===== config.mk =====
export PLATFORM = sky130hd
export DESIGN_NAME = bcd_calendar
export DESIGN_NICKNAME = d
export VERILOG_FILES = /design/src/rtl/bcd_cal_pkg.sv /design/src/rtl/bcd_cal_counter.sv /design/src/rtl/bcd_cal_regs.sv /design/src/rtl/bcd_calendar.sv
export SDC_FILE = /design/constraint.sdc
export NUM_CORES = 1
export LEC_CHECK = 0
export BUFFER_PORTS_ARGS = -buffer_cell sky130_fd_sc_hd__buf_2
export CELL_PAD_IN_SITES_DETAIL_PLACEMENT = 0
export CELL_PAD_IN_SITES_GLOBAL_PLACEMENT = 1
export CORE_MARGIN = 4
export CORE_UTILIZATION = 43
export CTS_CLUSTER_SIZE = 30
export DETAILED_ROUTE_END_ITERATION = 12
export PLACE_DENSITY = 0.85
export SLEW_MARGIN = 20
export SYNTH_ARGS = -nofsm -noshare
export SYNTH_HDL_FRONTEND = slang
export SYNTH_HIERARCHICAL = 1
export SYNTH_SLANG_ARGS = --single-unit

===== constraint.sdc =====
create_clock -name clk -period 2.6 [get_ports clk]
set_input_delay 0.13 -clock clk [delete_from_list [all_inputs] [get_ports clk]]
set_output_delay 0.13 -clock clk [all_outputs]
set_load 0.05 [all_outputs]

===== src/rtl/bcd_cal_pkg.sv =====
package bcd_cal_pkg;

    typedef struct packed {
        logic [7:0] cent;
        logic [7:0] year;
        logic [7:0] mon;
        logic [7:0] date;
        logic [7:0] dow;
        logic [7:0] hour;
        logic [7:0] min;
        logic [7:0] sec;
    } cal_time_t;

    localparam int CTRL_WRITE_BIT = 7;
    localparam int CTRL_HOLD_BIT  = 6;
    localparam int CAL_W          = 6;
    localparam int STOP_BIT       = 7;

    localparam cal_time_t CAL_RESET = '{cent: 8'h20, year: 8'h00, mon: 8'h01,
                                        date: 8'h01, dow: 8'h01, hour: 8'h00,
                                        min: 8'h00, sec: 8'h00};

    // one BCD step, low digit carries into high digit
    function automatic logic [7:0] bcd_inc(input logic [7:0] v);
        if (v[3:0] == 4'd9) return {v[7:4] + 4'd1, 4'd0};
        return {v[7:4], v[3:0] + 4'd1};
    endfunction

    function automatic logic [7:0] bcd_to_bin(input logic [7:0] v);
        return 8'(v[7:4]) * 8'd10 + 8'(v[3:0]);
    endfunction

    function automatic logic [7:0] month_last_day(input logic [7:0] mon,
                                                  input logic [7:0] year);
        logic [7:0] yb;
        yb = bcd_to_bin(year);
        case (mon)
            8'h02:                      return (yb[1:0] == 2'b00) ? 8'h29 : 8'h28;
            8'h04, 8'h06, 8'h09, 8'h11: return 8'h30;
            default:                    return 8'h31;
        endcase
    endfunction

endpackage


===== src/rtl/bcd_cal_counter.sv =====
module bcd_cal_counter
    import bcd_cal_pkg::*;
(
    input  logic      clk,
    input  logic      rst_n,
    input  logic      tick_i,
    input  logic      stop_i,
    input  logic      load_i,
    input  cal_time_t load_val_i,
    output cal_time_t cnt_o,
    output logic      adv_o
);

    typedef struct packed {
        cal_time_t t;
        logic      adv;
    } cnt_state_t;

    cnt_state_t st_d, st_q;
    cal_time_t  nx;
    logic [7:0] last_day;

    always_comb begin
        last_day = month_last_day(st_q.t.mon, st_q.t.year);
        nx = st_q.t;
        if (st_q.t.sec == 8'h59) begin
            nx.sec = 8'h00;
            if (st_q.t.min == 8'h59) begin
                nx.min = 8'h00;
                if (st_q.t.hour == 8'h23) begin
                    nx.hour = 8'h00;
                    nx.dow  = (st_q.t.dow == 8'h07) ? 8'h01 : st_q.t.dow + 8'h01;
                    if (st_q.t.date == last_day) begin
                        nx.date = 8'h01;
                        if (st_q.t.mon == 8'h12) begin
                            nx.mon = 8'h01;
                            if (st_q.t.year == 8'h99) begin
                                nx.year = 8'h00;
                                nx.cent = (st_q.t.cent == 8'h99) ? 8'h00
                                                                 : bcd_inc(st_q.t.cent);
                            end else begin
                                nx.year = bcd_inc(st_q.t.year);
                            end
                        end else begin
                            nx.mon = bcd_inc(st_q.t.mon);
                        end
                    end else begin
                        nx.date = bcd_inc(st_q.t.date);
                    end
                end else begin
                    nx.hour = bcd_inc(st_q.t.hour);
                end
            end else begin
                nx.min = bcd_inc(st_q.t.min);
            end
        end else begin
            nx.sec = bcd_inc(st_q.t.sec);
        end

        st_d     = st_q;
        st_d.adv = 1'b0;
        if (load_i) begin
            st_d.t               = load_val_i;
            st_d.t.sec[STOP_BIT] = 1'b0;
        end else if (tick_i && !stop_i) begin
            st_d.t   = nx;
            st_d.adv = 1'b1;
        end
    end

    always_ff @(posedge clk) begin
        if (!rst_n) begin
            st_q.t   <= CAL_RESET;
            st_q.adv <= 1'b0;
        end else begin
            st_q <= st_d;
        end
    end

    assign cnt_o = st_q.t;
    assign adv_o = st_q.adv;

    logic step_ok;
    assign step_ok = tick_i && !stop_i && !load_i;

    a_r2_sec_wrap: assert property (@(posedge clk) disable iff (!rst_n)
        (step_ok && cnt_o.sec == 8'h59) |=> (cnt_o.sec == 8'h00));

    a_r3_dow_wrap: assert property (@(posedge clk) disable iff (!rst_n)
        (step_ok && cnt_o.sec == 8'h59 && cnt_o.min == 8'h59 &&
         cnt_o.hour == 8'h23 && cnt_o.dow == 8'h07) |=> (cnt_o.dow == 8'h01));

    a_r6_cent_only_on_year_wrap: assert property (@(posedge clk) disable iff (!rst_n)
        (!load_i && cnt_o.year != 8'h99) |=> $stable(cnt_o.cent));

    a_r9_stop_freezes: assert property (@(posedge clk) disable iff (!rst_n)
        (stop_i && !load_i) |=> $stable(cnt_o));

    a_r8_load_takes_shadow: assert property (@(posedge clk) disable iff (!rst_n)
        load_i |=> (cnt_o.hour == $past(load_val_i.hour) &&
                    cnt_o.date == $past(load_val_i.date) &&
                    cnt_o.sec[6:0] == $past(load_val_i.sec[6:0])));

endmodule


===== src/rtl/bcd_cal_regs.sv =====
module bcd_cal_regs
    import bcd_cal_pkg::*;
#(
    parameter int ADDR_W = 4
) (
    input  logic              clk,
    input  logic              rst_n,
    input  logic [ADDR_W-1:0] addr_i,
    input  logic              wr_i,
    input  logic [7:0]        wdata_i,
    output logic [7:0]        rdata_o,
    input  cal_time_t         cnt_i,
    input  logic              adv_i,
    output logic              stop_o,
    output logic              load_o,
    output cal_time_t         load_val_o
);

    localparam logic [ADDR_W-1:0] A_YEAR = ADDR_W'((2**ADDR_W) - 1);
    localparam logic [ADDR_W-1:0] A_MON  = ADDR_W'((2**ADDR_W) - 2);
    localparam logic [ADDR_W-1:0] A_DATE = ADDR_W'((2**ADDR_W) - 3);
    localparam logic [ADDR_W-1:0] A_DOW  = ADDR_W'((2**ADDR_W) - 4);
    localparam logic [ADDR_W-1:0] A_HOUR = ADDR_W'((2**ADDR_W) - 5);
    localparam logic [ADDR_W-1:0] A_MIN  = ADDR_W'((2**ADDR_W) - 6);
    localparam logic [ADDR_W-1:0] A_SEC  = ADDR_W'((2**ADDR_W) - 7);
    localparam logic [ADDR_W-1:0] A_CTRL = ADDR_W'((2**ADDR_W) - 8);
    localparam logic [ADDR_W-1:0] A_CENT = ADDR_W'((2**ADDR_W) - 15);

    typedef struct packed {
        cal_time_t  sh;
        logic [7:0] ctrl;
        logic       stop;
    } reg_state_t;

    reg_state_t r_d, r_q;
    logic hold, ctrl_wr, hold_release, mapped;

    always_comb begin
        hold         = r_q.ctrl[CTRL_WRITE_BIT] | r_q.ctrl[CTRL_HOLD_BIT];
        ctrl_wr      = wr_i && (addr_i == A_CTRL);
        hold_release = ctrl_wr && r_q.ctrl[CTRL_HOLD_BIT] && !wdata_i[CTRL_HOLD_BIT];
        load_o       = ctrl_wr && r_q.ctrl[CTRL_WRITE_BIT] && !wdata_i[CTRL_WRITE_BIT];

        r_d = r_q;
        if ((adv_i && !hold) || hold_release) r_d.sh = cnt_i;
        if (wr_i) begin
            case (addr_i)
                A_YEAR: r_d.sh.year = wdata_i;
                A_MON:  r_d.sh.mon  = wdata_i;
                A_DATE: r_d.sh.date = wdata_i;
                A_DOW:  r_d.sh.dow  = wdata_i;
                A_HOUR: r_d.sh.hour = wdata_i;
                A_MIN:  r_d.sh.min  = wdata_i;
                A_SEC: begin
                    r_d.sh.sec = {1'b0, wdata_i[6:0]};
                    r_d.stop   = wdata_i[STOP_BIT];
                end
                A_CTRL: r_d.ctrl    = wdata_i;
                A_CENT: r_d.sh.cent = wdata_i;
                default: ;
            endcase
        end

        mapped = 1'b1;
        case (addr_i)
            A_YEAR:  rdata_o = r_q.sh.year;
            A_MON:   rdata_o = r_q.sh.mon;
            A_DATE:  rdata_o = r_q.sh.date;
            A_DOW:   rdata_o = r_q.sh.dow;
            A_HOUR:  rdata_o = r_q.sh.hour;
            A_MIN:   rdata_o = r_q.sh.min;
            A_SEC:   rdata_o = {r_q.stop, r_q.sh.sec[6:0]};
            A_CTRL:  rdata_o = r_q.ctrl;
            A_CENT:  rdata_o = r_q.sh.cent;
            default: begin
                rdata_o = 8'h00;
                mapped  = 1'b0;
            end
        endcase
    end

    always_ff @(posedge clk) begin
        if (!rst_n) begin
            r_q.sh   <= CAL_RESET;
            r_q.ctrl <= 8'h00;
            r_q.stop <= 1'b0;
        end else begin
            r_q <= r_d;
        end
    end

    assign stop_o     = r_q.stop;
    assign load_val_o = r_q.sh;

    a_r7_hold_freezes_shadow: assert property (@(posedge clk) disable iff (!rst_n)
        (hold && !wr_i) |=> $stable(r_q.sh));

    a_r10_refresh_after_tick: assert property (@(posedge clk) disable iff (!rst_n)
        (adv_i && !hold && !wr_i) |=> (r_q.sh == $past(cnt_i)));

    a_r12_unmapped_write_inert: assert property (@(posedge clk) disable iff (!rst_n)
        (wr_i && !mapped && !adv_i) |=> $stable(r_q));

endmodule


===== src/rtl/bcd_calendar.sv =====
module bcd_calendar
    import bcd_cal_pkg::*;
#(
    parameter int ADDR_W = 4
) (
    input  logic              clk,
    input  logic              rst_n,
    input  logic              tick_1hz,
    input  logic [ADDR_W-1:0] bus_addr,
    input  logic              bus_wr,
    input  logic [7:0]        bus_wdata,
    output logic [7:0]        bus_rdata
);

    cal_time_t cnt, load_val;
    logic      adv, stop, load;

    bcd_cal_counter u_counter (
        .clk        (clk),
        .rst_n      (rst_n),
        .tick_i     (tick_1hz),
        .stop_i     (stop),
        .load_i     (load),
        .load_val_i (load_val),
        .cnt_o      (cnt),
        .adv_o      (adv)
    );

    bcd_cal_regs #(.ADDR_W(ADDR_W)) u_regs (
        .clk        (clk),
        .rst_n      (rst_n),
        .addr_i     (bus_addr),
        .wr_i       (bus_wr),
        .wdata_i    (bus_wdata),
        .rdata_o    (bus_rdata),
        .cnt_i      (cnt),
        .adv_i      (adv),
        .stop_o     (stop),
        .load_o     (load),
        .load_val_o (load_val)
    );

endmodule


==> implementation parameters, run 1 <==
Parameter                              Value

Min path
  Hold Path Depth ... 3
  Launch point of the worst hold path ... bus_wdata[3]
  Type of the worst min-delay path ... primary input to flip-flop
  End point of the worst hold path ... u_regs/load_val_o[59]$_SDFF_PN0_

Pwr
  Combinational share of power ... 7.8%
  Net Sw Frac ... around 25%
  Total leakage power ... approximately 3.7 nW
  Total power density per cell area ... 499 mW/mm^2
  Sequential group share of total power ... 41.8%
  Psw ... approximately 0.0013 W
  Max rail drop VDD ... 0.000431 V
  Power share of the clock group ... 50.4%
  Internal power ... 0.00386 W

GRT
  Largest net degree at the start of global routing ... 47
  Final global-route overflow total ... 0
  Number of global-route vias before repair ... 8121
  Global-route wire length before repair ... 46100 um
  Initial antenna violation count ... 0
  Total routing usage reported by global routing ... 26.0%

Layout
  Finished Core Util ... 50.9%
  Number of nets in the layout ... 1219
  Area growth from synthesis to final layout ... 16.6%
  Number of cells in the finished layout apart from fillers ... 1458
  Final std cell area, no fill ... 0.0103 mm^2
  Share of cells above drive strength 1 ... 20.2%
  Antenna Diode Count ... 0

CTS
  Num CTS Buffers ... 17
  TritonCTS clock tree ... done
  Level count of the clock H-tree ... 4
  Number of sinks driven by the clock tree ... 137
  CTS max path bufs ... 2
  Clock insertion delay at the later pin of the skew report ... 0.43 ns
  Buffer type at the clock tree root ... sky130_fd_sc_hd__clkbuf_16
  Clock-pin slew on the worst setup and hold paths ... 0.06 ns
  Number of hold buffers added after CTS ... 0

Synth
  Synthesized cell area ... 0.00881 mm^2
  Net Count, Synth ... between 1000 and 1500
  Mean instance size in the synthesized netlist ... 7.65 um^2
  Synth Warn # ... 6
  Synth Instances ... 1152

Setup path
  R2r startpoint ... u_counter/cnt_o[45]$_SDFFE_PN0P_
  CP max stage delay ... 0.54 ns
  Type of the worst setup path ... flip-flop to flip-flop
  Worst-case register-to-register setup slack ... -0.17 ns
  Type of origin of the critical path ... flip-flop
  Number of buffers and inverters on the critical path ... 2
  Data required, critical path ... 2.94 ns
  Data arrival at the endpoint of the critical path ... 3.11 ns
  Kind of cell adding the most delay to the critical path ... simple AND/OR/NAND/NOR gates
  Standard cell with the maximum stage delay on the critical path ... sky130_fd_sc_hd__or4_4
  Dominant cell type by count on the critical path ... sky130_fd_sc_hd__or4_4
  Cell chain of the critical path ... inv_2, ha_4, or3b_4, or4_4, and4_4, or4_4, buf_6, a211o_1, a31oi_1
  Top fanout value on the critical path ... 6
  Critical R2R Capture ... u_counter/cnt_o[52]$_SDFFE_PN0P_
  Cell depth of the worst flop-to-flop path ... 9
  Worst setup EP type ... flip-flop

Timing
  Worst clock skew on the final layout ... 0.00767 ns
  Post-route setup slack ... -0.168 ns
  Transition time at the pin with the least slew margin ... 0.646 ns
  Worst hold margin ... 0.128 ns
  Number of setup violations in the final report ... 19
  Count of pins over their slew limit ... 0
  Setup repair after global routing missed its margin ... true
  Max Freq ... 361 MHz
  Tcrit/Tclk final ... 106%
  Max-Slew Margin vs Limit ... between 50% and 60%
  Count of endpoints failing hold in the final timing report ... 0
  Final critical delay including setup and external delays ... 2.77 ns

Drt
  DRC ... 0
  Number of DRC markers in iteration 0 ... 967
  Total via count in the routed design ... 9001
  Post-DRT Antenna Nets ... 0
  Detail-routed via count per cell ... 6.17
  Total detailed-routing wirelength ... 30100 um
  Average wire length per cell after detail routing ... around 21 um
  TritonRoute pass-1 iters ... 6

Placed design
  Number of buffers inserted by port buffering ... 23
  Pre-CTS setup slack ... -0.188 ns
  Routability congestion estimate from global placement ... 0.919
  Number of placed instances, taps included ... 1421
  Post-Place Cell Area ... about 0.0094 mm^2
  Half-perimeter wire length after placement ... 20700 um

Status
  Result of the run ... complete, but fails checks
  Failing checks ... negative setup slack

Floorplanning
  Std cell rows ... 52
  Initial Utilization ... 43.7%
  Die H ... between 150 and 200 um
  I/O pin cnt ... 24
  Floorplan die width ... 151 um
  Die Outline Area ... 0.0228 mm^2
  Core Region ... 0.0202 mm^2

Job
  Maximum capacitance violations ... 0
[worst register-to-register path, cell delays in order, from the launching register on]
cell and delay [ns]:
sky130_fd_sc_hd__dfxtp_2 0.32, sky130_fd_sc_hd__inv_2 0.07, sky130_fd_sc_hd__ha_4 0.13, sky130_fd_sc_hd__or3b_4 0.37, sky130_fd_sc_hd__or4_4 0.54, sky130_fd_sc_hd__and4_4 0.19
sky130_fd_sc_hd__or4_4 0.48, sky130_fd_sc_hd__buf_6 0.16, sky130_fd_sc_hd__a211o_1 0.26, sky130_fd_sc_hd__a31oi_1 0.17
[stage by stage]
stage | power [W] | TNS [ns]
2_1_floorplan | 0.00244 | -0.830
3_3_place_gp | 0.00257 | -0.625
3_5_place_dp | 0.00257 | -1.69
4_1_cts | 0.00513 | -0.713
5_1_grt | 0.00527 | -3.38
6_report | 0.00512 | -1.18
[state kept, by name, summed over array words and instances, names as in the netlist]
name,flops
u_counter/adv_o,1
u_regs/load_val_o,63
u_counter/cnt_o,64
u_regs/stop_o,1
u_regs/r_q,8
[metal layers]
metal,track usage [%],vias to the layer above,routed length (um)
li1,-,4185,-
met1,36.6,4286,13000
met2,39.0,443,13300
met3,4.31,87,2580
met4,11.2,0,1270
met5,0,-,0
[how the worst max path moves through the flow]
stage,start,to,cells after the start
6_report,u_counter/cnt_o[45]$_SDFFE_PN0P_,u_counter/cnt_o[52]$_SDFFE_PN0P_,9
5_1_grt,u_counter/cnt_o[45]$_SDFFE_PN0P_,u_counter/cnt_o[55]$_SDFFE_PN0P_,8
4_1_cts,u_counter/cnt_o[45]$_SDFFE_PN0P_,u_counter/cnt_o[55]$_SDFFE_PN0P_,8
3_5_place_dp,u_counter/cnt_o[38]$_SDFFE_PN0P_,u_counter/cnt_o[55]$_SDFFE_PN0P_,6
3_3_place_gp,u_counter/cnt_o[44]$_SDFFE_PN0P_,u_counter/cnt_o[46]$_SDFFE_PN0P_,10
2_1_floorplan,u_counter/cnt_o[45]$_SDFFE_PN0P_,u_counter/cnt_o[49]$_SDFFE_PN0P_,10
[layout make-up]
cell class | instances | area [um^2]
fill | 1956 | 9900
tap | 270 | 338
sequential | 137 | 2750
timing repair buffer | 149 | 1110
multi-input combinational | 850 | 5380
clock inverter | 12 | 175
clock buffer | 19 | 443
inverter | 21 | 78.8
[power groups by stage]
stage / logic, W / clock network (W) / registers [W]
after floorplan: 0.000262 / 0 / 0.00218
after global placement: 0.000384 / 0 / 0.00219
after detailed placement: 0.000386 / 0 / 0.00219
after CTS: 0.000387 / 0.00260 / 0.00214
after global routing: 0.000420 / 0.00271 / 0.00214
final: 0.000401 / 0.00258 / 0.00214
[layout by cell type (no fill, tap or decap), drive strengths merged, types with 27 or more instances in the layout]
master and count:
dfxtp 137, nand2 181, ha 27, mux2i 35
o21ai 108, a21oi 64, buf 149, nor3 29
a31oi 62, nor2 66, nand3 41
[repair_timing]
action                                  4_1_cts  5_1_grt
buffers inserted                              3        3
endpoints found under the setup margin       22       29
pin swaps                                     8       15
resized for setup                            17       30
Power figures use the tool's default switching activity.
==> inputs of run 2 (changes only) <==
--- a/config.mk
+++ b/config.mk
@@ -12,6 +12,7 @@
 export CORE_UTILIZATION = 43
 export CTS_CLUSTER_SIZE = 30
 export DETAILED_ROUTE_END_ITERATION = 12
+export MAX_ROUTING_LAYER = met4
 export PLACE_DENSITY = 0.85
 export SLEW_MARGIN = 20
 export SYNTH_ARGS = -nofsm -noshare
==> constraint.sdc (replaced) <==
create_clock -name clk -period 2.3 [get_ports clk]
set_input_delay 0.115 -clock clk [delete_from_list [all_inputs] [get_ports clk]]
set_output_delay 0.115 -clock clk [all_outputs]
set_load 0.05 [all_outputs]
==> run 2 against run 1 <==
Against the previous run: the run still ends with negative setup slack left; via count down 1.0%; combinational power up 14%; sequential cell count unchanged; hold slack worse by 0.032 ns; clock power up 3%; first-iteration DRC count down 0.10%; register-to-register slack worse by 0.26 ns; non-clock buffer count up 27; power up 7.9%; sequential power up 13%; critical path type unchanged; critical endpoint is now u_counter/cnt_o[55]$_SDFFE_PN0P_; highest routed layer unchanged.
==> implementation parameters, run 2 (synthesis gave the netlist of run 1 again) <==
Parameter                              Value

Setup path
  Top fanout value on the critical path ... 7 (+1)
  Type of origin of the critical path ... flip-flop
  Worst setup EP type ... flip-flop
  Type of the worst setup path ... flip-flop to flip-flop
  Data required, critical path ... 2.66 ns (-0.28 ns)
  Data arrival at the endpoint of the critical path ... 3.08 ns (-0.03 ns)

Placed design
  Half-perimeter wire length after placement ... 20800 um (+0.26%)
  Number of placed instances, taps included ... 1440 (+1.3%)
  Routability congestion estimate from global placement ... 0.944 (+2.8%)
  Number of buffers inserted by port buffering ... 23 (unchanged)

Layout
  Antenna Diode Count ... 0 (unchanged)
  Area growth from synthesis to final layout ... 20.0%
  Number of cells in the finished layout apart from fillers ... 1485 (+1.9%)
  Max reg flops ... 64 (unchanged)
  Commonest non-fill, non-tap cell in the layout ... sky130_fd_sc_hd__nand2_1
  Share of cells above drive strength 1 ... 23.0% (+2.8 points)
  Number of nets in the layout ... 1246 (+2.2%)
  Most frequent cells in the layout ... sky130_fd_sc_hd__nand2_1, sky130_fd_sc_hd__buf_4, sky130_fd_sc_hd__dfxtp_1
  Finished Core Util ... 52.4% (+1.5 points)

Pwr
  Total power density per cell area ... 523 mW/mm^2 (+4.8%)
  Total leakage power ... 3.89 nW (+4.9%)
  Max rail drop VDD ... 0.000547 V (+27%)

Floorplanning
  Initial Utilization ... 43.7% (unchanged)
  Die Outline Area ... 0.0228 mm^2 (unchanged)
  Core Region ... 0.0202 mm^2 (unchanged)
  Std cell rows ... 52 (unchanged)
  Die H ... 151 um (unchanged)
  I/O pin cnt ... 24 (unchanged)
  Floorplan die width ... 151 um (unchanged)

Drt
  Number of DRC markers in iteration 0 ... 966 (-0.10%)
  Detail-routed via count per cell ... 6.00 (-2.8%)
  Total via count in the routed design ... 8908 (-1.0%)
  Average wire length per cell after detail routing ... 20.2 um (-2.3%)
  Total detailed-routing wirelength ... 29900 um (-0.53%)
  DRC ... 0 (unchanged)
  Post-DRT Antenna Nets ... 0 (unchanged)
  TritonRoute pass-1 iters ... 6 (unchanged)

CTS
  TritonCTS clock tree ... done
  CTS max path bufs ... 2 (unchanged)
  Num CTS Buffers ... 17 (unchanged)
  Clock-pin slew on the worst setup and hold paths ... 0.06 ns (about the same)
  Buffer type at the clock tree root ... sky130_fd_sc_hd__clkbuf_16
  Clock insertion delay at the later pin of the skew report ... 0.43 ns (about the same)
  Number of sinks driven by the clock tree ... 137 (unchanged)
  Number of hold buffers added after CTS ... 0 (unchanged)
  Level count of the clock H-tree ... 4 (unchanged)

GRT
  Total routing usage reported by global routing ... 27.0% (+1.1 points)
  Global-route wire length before repair ... 47000 um (+2.1%)
  Largest net degree at the start of global routing ... 43 (-8.5%)
  Initial antenna violation count ... 0 (unchanged)
  Final global-route overflow total ... 0 (unchanged)
  Number of global-route vias before repair ... 8465 (+4.2%)

Timing
  Count of endpoints failing hold in the final timing report ... 0 (unchanged)
  Post-route setup slack ... -0.426 ns (-0.258 ns)
  Number of setup violations in the final report ... 31 (+12)
  Setup TNS ... -9.82 ns (-8.64 ns)
  Transition time at the pin with the least slew margin ... 0.562 ns (-0.0839 ns)
  Max-Slew Margin vs Limit ... 62.4% (+5.7 points)
  Count of pins over their slew limit ... 0 (unchanged)
  Worst clock skew on the final layout ... 0.00719 ns (-0.000479 ns)
  Max Freq ... 367 MHz (+1.5%)
  Final critical delay including setup and external delays ... 2.73 ns (-0.0417 ns)
  Setup repair after global routing missed its margin ... true
  Tcrit/Tclk final ... 119% (+12 points)

Status
  Result of the run ... complete, but fails checks
  Failing checks ... negative setup slack

Min path
  Type of the worst min-delay path ... primary input to flip-flop

Job
  Maximum capacitance violations ... 0 (unchanged)
## run 2: report_power, final
group	leakage, nW	switching, W	internal [W]
sequential	1.11	0.0000237	0.00240
clock	0.267	0.00107	0.00158
combinational	2.52	0.000317	0.000140
total	3.89	0.00141	0.00412
## run 2: worst max-delay path, cell delays in order, from the launching register on
cell and delay (ns):
sky130_fd_sc_hd__dfxtp_2 0.32, sky130_fd_sc_hd__inv_2 0.07, sky130_fd_sc_hd__ha_4 0.13, sky130_fd_sc_hd__or3b_4 0.37, sky130_fd_sc_hd__or4_4 0.50, sky130_fd_sc_hd__and4_4 0.19, sky130_fd_sc_hd__or4_4 0.48, sky130_fd_sc_hd__or4_4 0.42
sky130_fd_sc_hd__a31oi_1 0.17
## run 2: path summary, 6_finish.rpt
path	startpoint	endpoint	slack, ns	cells after the start
setup / recovery	u_counter/cnt_o[45]$_SDFFE_PN0P_	u_counter/cnt_o[55]$_SDFFE_PN0P_	-0.43	8
hold / removal	rst_n	u_counter/cnt_o[40]$_SDFFE_PN1P_	0.1	2
hold reg to reg	u_regs/r_q[6]$_SDFFE_PN0N_	u_regs/r_q[6]$_SDFFE_PN0N_	0.46	2
setup reg to reg	u_counter/cnt_o[45]$_SDFFE_PN0P_	u_counter/cnt_o[55]$_SDFFE_PN0P_	-0.43	8
## run 2: what timing repair did
item	CTS	global route
setup endpoints to repair	33	36
buffers inserted	11	5
pin swaps	17	29
resized for setup	33	33
## run 2: routing by layer
| metal | GRT usage, % | wire (um) | vias to the layer above |
|---|---|---|---|
| met1 | 35.3 | 13100 | 4255 |
| met3 | 3.77 | 1830 | 68 |
| met2 | 42.2 | 13900 | 362 |
| li1 | - | - | 4223 |
| met4 | 11.2 | 1100 | 0 |
| met5 | - | 0 | - |
## run 2: cell type report
class	instances	area, um^2
clock inverter	9	101
inverter	21	78.8
clock buffer	22	444
fill	1912	9600
tap	270	338
multi-input combinational	850	5510
timing repair buffer	176	1360
sequential	137	2750
## run 2: metrics by stage
stage | worst slack [ns] | area [um^2] | hold slack, ns | power [W]
after floorplan | -0.481 | 8920 | 0.246 | 0.00276
final | -0.426 | 10600 | 0.0957 | 0.00553
after detailed placement | -0.517 | 9590 | 0.446 | 0.00292
after CTS | -0.434 | 10400 | 0.0799 | 0.00554
after global routing | -0.489 | 10600 | 0.121 | 0.00567
after global placement | -0.400 | 9590 | 0.443 | 0.00291
